[src/rtl/pwm_pkg.sv]
package pwm_pkg;
    parameter int NUM_CH = 5;
    parameter int CNT_W  = 8;
    parameter int PH_W   = 2;

    typedef struct packed {
        logic             pre;
        logic [PH_W-1:0]  phase;
        logic [CNT_W-1:0] duty;
    } chan_cfg_t;

    localparam int CFG_W = $bits(chan_cfg_t);
endpackage

[src/rtl/pwm_bit_sync.sv]
module pwm_bit_sync #(
    parameter int W = 1
) (
    input  logic         clk,
    input  logic         rst_n,
    input  logic [W-1:0] d_i,
    output logic [W-1:0] q_o
);
    typedef struct packed {
        logic [W-1:0] s1;
        logic [W-1:0] s2;
    } sync_state_t;

    sync_state_t st_d, st_q;

    always_comb begin
        st_d.s1 = d_i;
        st_d.s2 = st_q.s1;
    end

    always_ff @(posedge clk or negedge rst_n) begin
        if (!rst_n) st_q <= '0;
        else        st_q <= st_d;
    end

    assign q_o = st_q.s2;
endmodule

[src/rtl/pwm_regs.sv]
module pwm_regs
    import pwm_pkg::*;
#(
    parameter int NUM = pwm_pkg::NUM_CH,
    localparam int ADDR_W = $clog2(NUM + 1)
) (
    input  logic                   clk,
    input  logic                   rst_n,
    input  logic                   wr_en_i,
    input  logic [ADDR_W-1:0]      wr_addr_i,
    input  logic [CFG_W-1:0]       wr_data_i,
    output logic                   sync_en_o,
    output logic                   stop_en_o,
    output chan_cfg_t [NUM-1:0]    cfg_o
);
    typedef struct packed {
        logic                sync_en;
        logic                stop_en;
        chan_cfg_t [NUM-1:0] cfg;
    } reg_state_t;

    reg_state_t st_d, st_q;

    always_comb begin
        st_d = st_q;
        if (wr_en_i) begin
            if (wr_addr_i == '0) begin
                st_d.sync_en = wr_data_i[0];
                st_d.stop_en = wr_data_i[1];
            end
            for (int i = 0; i < NUM; i++) begin
                if (wr_addr_i == ADDR_W'(i + 1)) st_d.cfg[i] = chan_cfg_t'(wr_data_i);
            end
        end
    end

    always_ff @(posedge clk or negedge rst_n) begin
        if (!rst_n) st_q <= '0;
        else        st_q <= st_d;
    end

    assign sync_en_o = st_q.sync_en;
    assign stop_en_o = st_q.stop_en;
    assign cfg_o     = st_q.cfg;
endmodule

[src/rtl/pwm_channel.sv]
module pwm_channel
    import pwm_pkg::*;
(
    input  logic             clk,
    input  logic             rst_n,
    input  logic             half_i,
    input  logic             restart_i,
    input  chan_cfg_t        cfg_i,
    output logic [CNT_W-1:0] cnt_o,
    output chan_cfg_t        act_o,
    output logic             pwm_o
);
    localparam logic [CNT_W-1:0] CNT_MAX = '1;

    typedef struct packed {
        logic [CNT_W-1:0] cnt;
        chan_cfg_t        act;
    } ch_state_t;

    ch_state_t        st_d, st_q;
    logic             adv;
    logic [CNT_W-1:0] rel;

    always_comb begin
        st_d = st_q;
        adv  = !st_q.act.pre || half_i;
        if (restart_i) begin
            st_d.cnt = '0;
            st_d.act = cfg_i;
        end else if (adv) begin
            st_d.cnt = st_q.cnt + 1'b1;
            if (st_q.cnt == CNT_MAX) st_d.act = cfg_i;
        end
    end

    always_ff @(posedge clk or negedge rst_n) begin
        if (!rst_n) st_q <= '0;
        else        st_q <= st_d;
    end

    assign rel   = st_q.cnt - {st_q.act.phase, {(CNT_W-PH_W){1'b0}}};
    assign pwm_o = (st_q.act.duty == CNT_MAX) || (rel < st_q.act.duty);
    assign cnt_o = st_q.cnt;
    assign act_o = st_q.act;
endmodule

[src/rtl/phase_pwm5.sv]
module phase_pwm5
    import pwm_pkg::*;
#(
    parameter int NUM     = pwm_pkg::NUM_CH,
    parameter int STOP_CH = 3,
    localparam int ADDR_W = $clog2(NUM + 1)
) (
    input  logic              clk,
    input  logic              rst_n,
    input  logic              wr_en_i,
    input  logic [ADDR_W-1:0] wr_addr_i,
    input  logic [CFG_W-1:0]  wr_data_i,
    input  logic              cs_i,
    input  logic              stop_i,
    output logic [NUM-1:0]    pwm_o,
    output logic              sync_pulse_o
);
    typedef struct packed {
        logic half;
        logic cs_prev;
    } top_state_t;

    top_state_t              st_d, st_q;
    logic                    sync_en, stop_en;
    chan_cfg_t [NUM-1:0]     cfg_stage;
    chan_cfg_t [NUM-1:0]     cfg_act;
    logic [NUM-1:0][CNT_W-1:0] cnt_all;
    logic [NUM-1:0]          pwm_raw;
    logic                    cs_s, stop_s, restart;
    logic [CNT_W-1:0]        cnt0;
    logic                    pre0;
    logic [CNT_W-1:0]        duty0;

    pwm_regs #(.NUM(NUM)) u_regs (
        .clk       (clk),
        .rst_n     (rst_n),
        .wr_en_i   (wr_en_i),
        .wr_addr_i (wr_addr_i),
        .wr_data_i (wr_data_i),
        .sync_en_o (sync_en),
        .stop_en_o (stop_en),
        .cfg_o     (cfg_stage)
    );

    pwm_bit_sync #(.W(2)) u_sync (
        .clk   (clk),
        .rst_n (rst_n),
        .d_i   ({cs_i, stop_i}),
        .q_o   ({cs_s, stop_s})
    );

    assign sync_pulse_o = cs_s && !st_q.cs_prev;
    assign restart      = sync_pulse_o && sync_en;

    always_comb begin
        st_d.cs_prev = cs_s;
        st_d.half    = restart ? 1'b0 : !st_q.half;
    end

    always_ff @(posedge clk or negedge rst_n) begin
        if (!rst_n) st_q <= '0;
        else        st_q <= st_d;
    end

    for (genvar g = 0; g < NUM; g++) begin : gen_ch
        pwm_channel u_ch (
            .clk       (clk),
            .rst_n     (rst_n),
            .half_i    (st_q.half),
            .restart_i (restart),
            .cfg_i     (cfg_stage[g]),
            .cnt_o     (cnt_all[g]),
            .act_o     (cfg_act[g]),
            .pwm_o     (pwm_raw[g])
        );
        if (g == STOP_CH) begin : gen_stop
            assign pwm_o[g] = pwm_raw[g] || (stop_en && stop_s);
        end else begin : gen_plain
            assign pwm_o[g] = pwm_raw[g];
        end
    end

    assign cnt0  = cnt_all[0];
    assign pre0  = cfg_act[0].pre;
    assign duty0 = cfg_act[0].duty;
endmodule

[config.mk]
export PLATFORM = sky130hd
export DESIGN_NAME = phase_pwm5
export DESIGN_NICKNAME = d
export VERILOG_FILES = /design/src/rtl/pwm_pkg.sv /design/src/rtl/pwm_bit_sync.sv /design/src/rtl/pwm_regs.sv /design/src/rtl/pwm_channel.sv /design/src/rtl/phase_pwm5.sv
export SDC_FILE = /design/constraint.sdc
export NUM_CORES = 1
export LEC_CHECK = 0
export ABC_AREA = 1
export ABC_CLOCK_PERIOD_IN_PS = 2340
export BUFFER_PORTS_ARGS = -buffer_cell sky130_fd_sc_hd__buf_2
export CAP_MARGIN = 40
export CORE_ASPECT_RATIO = 0.7
export CORE_MARGIN = 5
export CORE_UTILIZATION = 56
export DETAILED_ROUTE_END_ITERATION = 16
export GPL_TIMING_DRIVEN = 0
export PLACE_DENSITY = 0.73
export SLEW_MARGIN = 20
export SYNTH_ARGS = -nofsm -noshare
export SYNTH_HDL_FRONTEND = slang
export SYNTH_SLANG_ARGS = --single-unit
[constraint.sdc]
create_clock -name clk -period 2.34 [get_ports clk]
set_input_delay 0.351 -clock clk [delete_from_list [all_inputs] [get_ports clk]]
set_output_delay 0.351 -clock clk [all_outputs]
set_load 0.005 [all_outputs]
# Word-level counts from Yosys, hierarchy flattened
# Cells that the tools add are included.
# word_totals
ff_bits	158
latchBits	0
ramBits	0
romBits	0
input_bits	19
output_inout_bits	6
wordCells	130
n_memories	0
# classes
addsub	10
mul	0
div	0
n_lt_le_gt_ge	5
eq_ne	15
n_shift	0
n_mux	16
bitwise	0
reduce_logical	43
# ops
operator	count
two-way mux 19 bit	10
== test 8 bit, second input constant	10
two-way mux 11 bit	5
adder 8 x 1 -> 8 bit, second input constant	5
less-than comparator 8 bit	5
subtractor 8 bit	5
AND reduction 2 bit	11
nonzero test 2 bit	10
logical OR 1 bit	11
zero test 1 bit	7
== test 3 x 2 -> 1 bit, second input constant	2
== test 3 bit, second input constant	2
== test 3 x 1 -> 1 bit, second input constant	1
logical AND 1 bit	3
zero test 3 bit	1
two-way mux 1 bit	1

# Depth between registers and ports, before layout
# depth
depth_word	5
depth_mapped	12
depth_no_buf	11

# Hierarchy
# A second synthesis with hierarchy kept.
# hier_totals
hier_cells	1057
area_unflattened_um2	8270.4
# modules_own_cells
module	n_inst	cells_per_inst	area_each_um2	seq_area_each_um2
pwm_channel	5	155	1152.4	475.5
pwm_regs	1	263	2284.7	1426.4
phase_pwm5	1	15	123.9	50.0
pwm_bit_sync	1	4	100.1	100.1

# Worst setup path after synthesis
# OpenSTA, ideal clock, no wires.
# synth_timing
path_type	reg-to-output
from	register gen_ch[0].u_ch.st_q (netlist bit gen_ch[0].u_ch.cnt_o[6])
to	output pwm_o[0]
arrival_time_ns	1.672
required_time_ns	1.989
path_slack_ns	0.317
stages_incl_launch_ff	13
path_buffers	1
path_cell_list	dfrtp_1 > inv_1 > ha_1 > xnor2_1 > xor2_1 > inv_1 > ha_1 > nand2_1 > inv_1 > nor3_1 > nand2_1 > nand2_1 > buf_4
# synth_between
elab_chain_len	3
# synth_lines
item	line	text
from (decl)	pwm_channel.sv:20	ch_state_t st_d, st_q;
from (signal assigned)	pwm_channel.sv:38	else st_q <= st_d;
subtractor 8 bit	pwm_channel.sv:41	assign rel = st_q.cnt - {st_q.act.phase, {(CNT_W-PH_W){1'b0}}};
less-than comparator 8 bit	pwm_channel.sv:42	assign pwm_o = (st_q.act.duty == CNT_MAX) || (rel < st_q.act.duty);
logical OR 1 bit	pwm_channel.sv:42	
to (decl)	phase_pwm5.sv:15	output logic [NUM-1:0] pwm_o,
# No other way between the ends.

# Worst setup path after layout
# layout_timing
from	register gen_ch[0].u_ch.st_q (netlist bit gen_ch[0].u_ch.act_o[8])
to	output pwm_o[0]
# The elaborated chain is that of the path after synthesis.

==> flow_summary_export.csv <==
group,metric,value,unit
setup_path,path_cells,"ha_4 -> xnor2_2 -> xor2_1 -> inv_1 -> ha_4 -> nand2_2 -> inv_2 -> nor3_2 -> nand2_1 -> nand2_1 -> buf_6",
setup_path,crit_path_top_delay_cell,"dfrtp_1",
logic_synthesis,synth_cell_types,24,
clock_tree,cts.sinks,158,
global_routing,grt_overflow,0,
pwr,seqPwrFrac,37.1,%
clock_tree,cts_tree,"yes",
sta,fin_crit_sh,110,%
setup_path,crit_end,"pwm_o[0]",
pwr,power.total,12200,uW
layout,fin_util,66.5,%
pwr,p_int,7330,uW
setup_path,crit_buf_inv,3,
setup_path,r2r_cells,7,
pwr,ir_worst_vdd,821,uV
die,die_h,110,um
setup_path,cpPeakStageDelay,0.41,ns
layout,final_area,9260,um^2
logic_synthesis,ys_ff_latch,158,
flow_run,drv_cap,0,
placement,place_ws,0.0345,ns
clock_tree,root_buffer,"clkbuf_16",
clock_tree,cts_buffers,17,
global_routing,antenna_found_initial,0,
drt,post_drt_wl_per_cell,15.0,um
layout,num_antenna_cells,0,
placement,gp_congestion,0.833,
pwr,power_leakage,0.00488,uW
die,start_util,57.1,%
sta,rsz0062_at_grt,"yes",
logic_synthesis,ys_seq_area_share,49.7,%
die,die_x,152,um
sta,drv_slew,0,
clock_tree,cts.clk_slew.worst_paths,0.07,ns
global_routing,track_usage,23.3,%
setup_path,r2r_setup_slack,0.76,ns
drt,drtIter0Drc,447,
die,fp-row-count,36,
sta,fmax,0.389,GHz
sta,setup_viol,5,
global_routing,grt_pass1_wl,31.1,mm
hold_path,hold_path.class,"input pin to register",
placement,portBuffers,24,
drt,vias,6675,
logic_synthesis,synth.mux.area_fraction,0,%
drt,drc,0,
layout,nets,1109,
layout,n_fill_cell,1134,
logic_synthesis,avgSynthCellArea,8.03,um^2
drt,first_pass_iters,6,
setup_path,reg2reg_to,"gen_ch[4].u_ch.act_o[2]$_DFFE_PN0P_",
placement,dp_hpwl,12.8,mm
logic_synthesis,synth_top_family_by_area,"simple AND/OR/NAND/NOR gates",
sta,min_period,2.57,ns
setup_path,crit_family,"adder cells",
pwr,switchingPower,4870,uW
logic_synthesis,synth-xor-area-share,1.10,%
sta,setup_ws,-0.228,ns
logic_synthesis,synthSimpleGateAreaFrac,26.8,%
sta,hold_viol_final,0,
setup_path,worst_setup_path_end_kind,"primary output",
logic_synthesis,synth-compound-area-share,6.93,%
sta,worstMarginPinSlew,0.515,ns
logic_synthesis,syn_area,7950,um^2
pwr,swShare,39.9,%
layout,area_growth,16.4,%
placement,dpl_cell_area,8340,um^2
drt,ant_nets,0,
die,die-area,16700,um^2
sta,skew,0.00989,ns
layout,drive_above_1_share,14.1,%
pwr,clkPwrFrac,21.7,%
setup_path,cp.required,1.99,ns
layout,final_cell_mix,"nand2_1 (321), dfrtp_1 (158), inv_1 (109)",
setup_path,critPathKind,"register to primary output",
outcome,violations,"negative setup slack",
outcome,status,"finished, violations left",
clock_tree,clockBufferDepth,2,
setup_path,cp.arrival,2.22,ns
global_routing,grt_max_degree,94,
setup_path,worstReg2RegStart,"gen_ch[4].u_ch.cnt_o[1]$_DFFE_PN0P_",
logic_synthesis,yosys_warnings,0,
layout,layout_commonest_cell,"nand2_1",
sta,holdWs,0.0281,ns
setup_path,cp.depth,11,
setup_path,startpoint_type,"register",
pwr,p_comb_share,41.2,%
die,pin_count,25,
logic_synthesis,syn_inst,990,
setup_path,crit_start,"gen_ch[0].u_ch.act_o[8]$_DFFE_PN0P_",
clock_tree,cts_htree_levels,4,
logic_synthesis,synthAdderAreaFrac,7.08,%
sta,max_slew_margin,65.7,%
logic_synthesis,synth_nets,1054,
setup_path,cp_max_fo,2,
pwr,power.density,1320,nW/um^2
die,core_area,13900,um^2
drt,avgViaCountPerCell,5.35,
drt,wirelength,18.8,mm
clock_tree,clkLatencyLatePin,0.42,ns
global_routing,grt_pass1_vias,6221,
==> stage by stage <==
stage | std cells | TNS (ns)
3_5_place_dp | 1205 | 0
3_3_place_gp | 1204 | -229.26
2_1_floorplan | 990 | 0
6_report | 1248 | -0.814
5_1_grt | 1248 | -1.42
4_1_cts | 1243 | -1.03
==> metal layers <==
layer,vias to the layer above,track usage [%],routed length (um)
li1,3277,-,-
met1,3183,34.9,9190
met2,193,35.4,8290
met3,22,4.09,1060
met4,0,6.03,209
met5,-,0,0
==> synth_stat cells <==
master    number  area share (%)
nand2_1      330              16
dfrtp_1      158              50
inv_1        117             5.5
nand3_1       91             5.7
o21ai_0       69             4.3
nor2_1        55             2.6
ha_1          45             7.1
a21oi_1       29             1.8
buf_2         19             1.2
nand4_1       19             1.5
nor3_1        13            0.82
buf_4         10            0.94
clkbuf_1       8            0.38
xnor2_1        5            0.55
xor2_1         5            0.55
nor4_1         4            0.31
o21ai_2        4            0.44
buf_6          2            0.28
o21ai_1        2            0.13
nand2_2        1           0.079
nand3_2        1            0.13
nor2_2         1           0.079
o21bai_1       1           0.094
o31ai_1        1           0.094
==> sequential cells by signal, summed over array words and instances, names as in the netlist <==
name               cells
gen_ch.u_ch.act_o     55
u_regs.cfg_o          55
gen_ch.u_ch.cnt_o     40
st_q                   2
u_sync.q_o             2
u_sync.st_d            2
u_regs.stop_en_o       1
u_regs.sync_en_o       1
==> worst min path at each step <==
stage | start | endpoint | slack (ns) | depth (start not counted)
after floorplan | rst_n | gen_ch[0].u_ch.act_o[0]$_DFFE_PN0P_ | 0.06 | 0
after global placement | u_sync.st_d[0]$_DFF_PN0_ | u_sync.q_o[0]$_DFF_PN0_ | 0.33 | 0
after detailed placement | rst_n | gen_ch[4].u_ch.cnt_o[2]$_DFFE_PN0P_ | 0.34 | 1
after CTS | stop_i | u_sync.st_d[0]$_DFF_PN0_ | 0.02 | 1
after global routing | stop_i | u_sync.st_d[0]$_DFF_PN0_ | 0.01 | 1
final | stop_i | u_sync.st_d[0]$_DFF_PN0_ | 0.03 | 1
==> area by class of cell <==
cell class / count / area [um^2] / share of cell area (%)
inverter: 117 / 439 / 4.74
clock buffer: 18 / 439 / 4.74
timing repair buffer: 40 / 298 / 3.22
sequential: 158 / 3950 / 42.7
buffer: 35 / 193 / 2.08
multi-input combinational: 676 / 3570 / 38.6
clock inverter: 14 / 125 / 1.35
tap: 190 / 238 / 2.57
==> power by group through the flow <==
stage,combinational [uW],sequential [uW],clock (uW)
after global routing,5820,4650,2810
final,5030,4520,2650
after detailed placement,4210,4500,0
after CTS,4640,4490,2670
after global placement,4070,4470,0
after floorplan,3290,4240,0
==> worst reg2reg max path: cells and delay by family (launching register included) <==
family / cells / cell delay (ns)
simple gates: 4 / 0.37
fa+ha+maj: 1 / 0.24
buf+inv: 1 / 0.19
flops: 1 / 0.40
compound gates: 1 / 0.25
==> kinds of logic after synthesis <==
group | after synthesis
buffers and inverters | 156
flip-flops | 158
adder cells (fa/ha/maj) | 45
AO/OA/AOI/OAI | 106
XOR/XNOR | 10
AND/OR/NAND/NOR | 515
==> timing repair <==
| action | in CTS | in global routing |
|---|---|---|
| buffers inserted | 9 | 5 |
| gates resized for setup | 34 | 21 |
| pin swaps | 40 | 31 |
| endpoints found under the hold margin | 65 | 0 |
| endpoints found under the setup margin | 5 | 5 |
| hold buffers | 1 | 0 |
No activity file was read; power rests on OpenSTA's default activity.
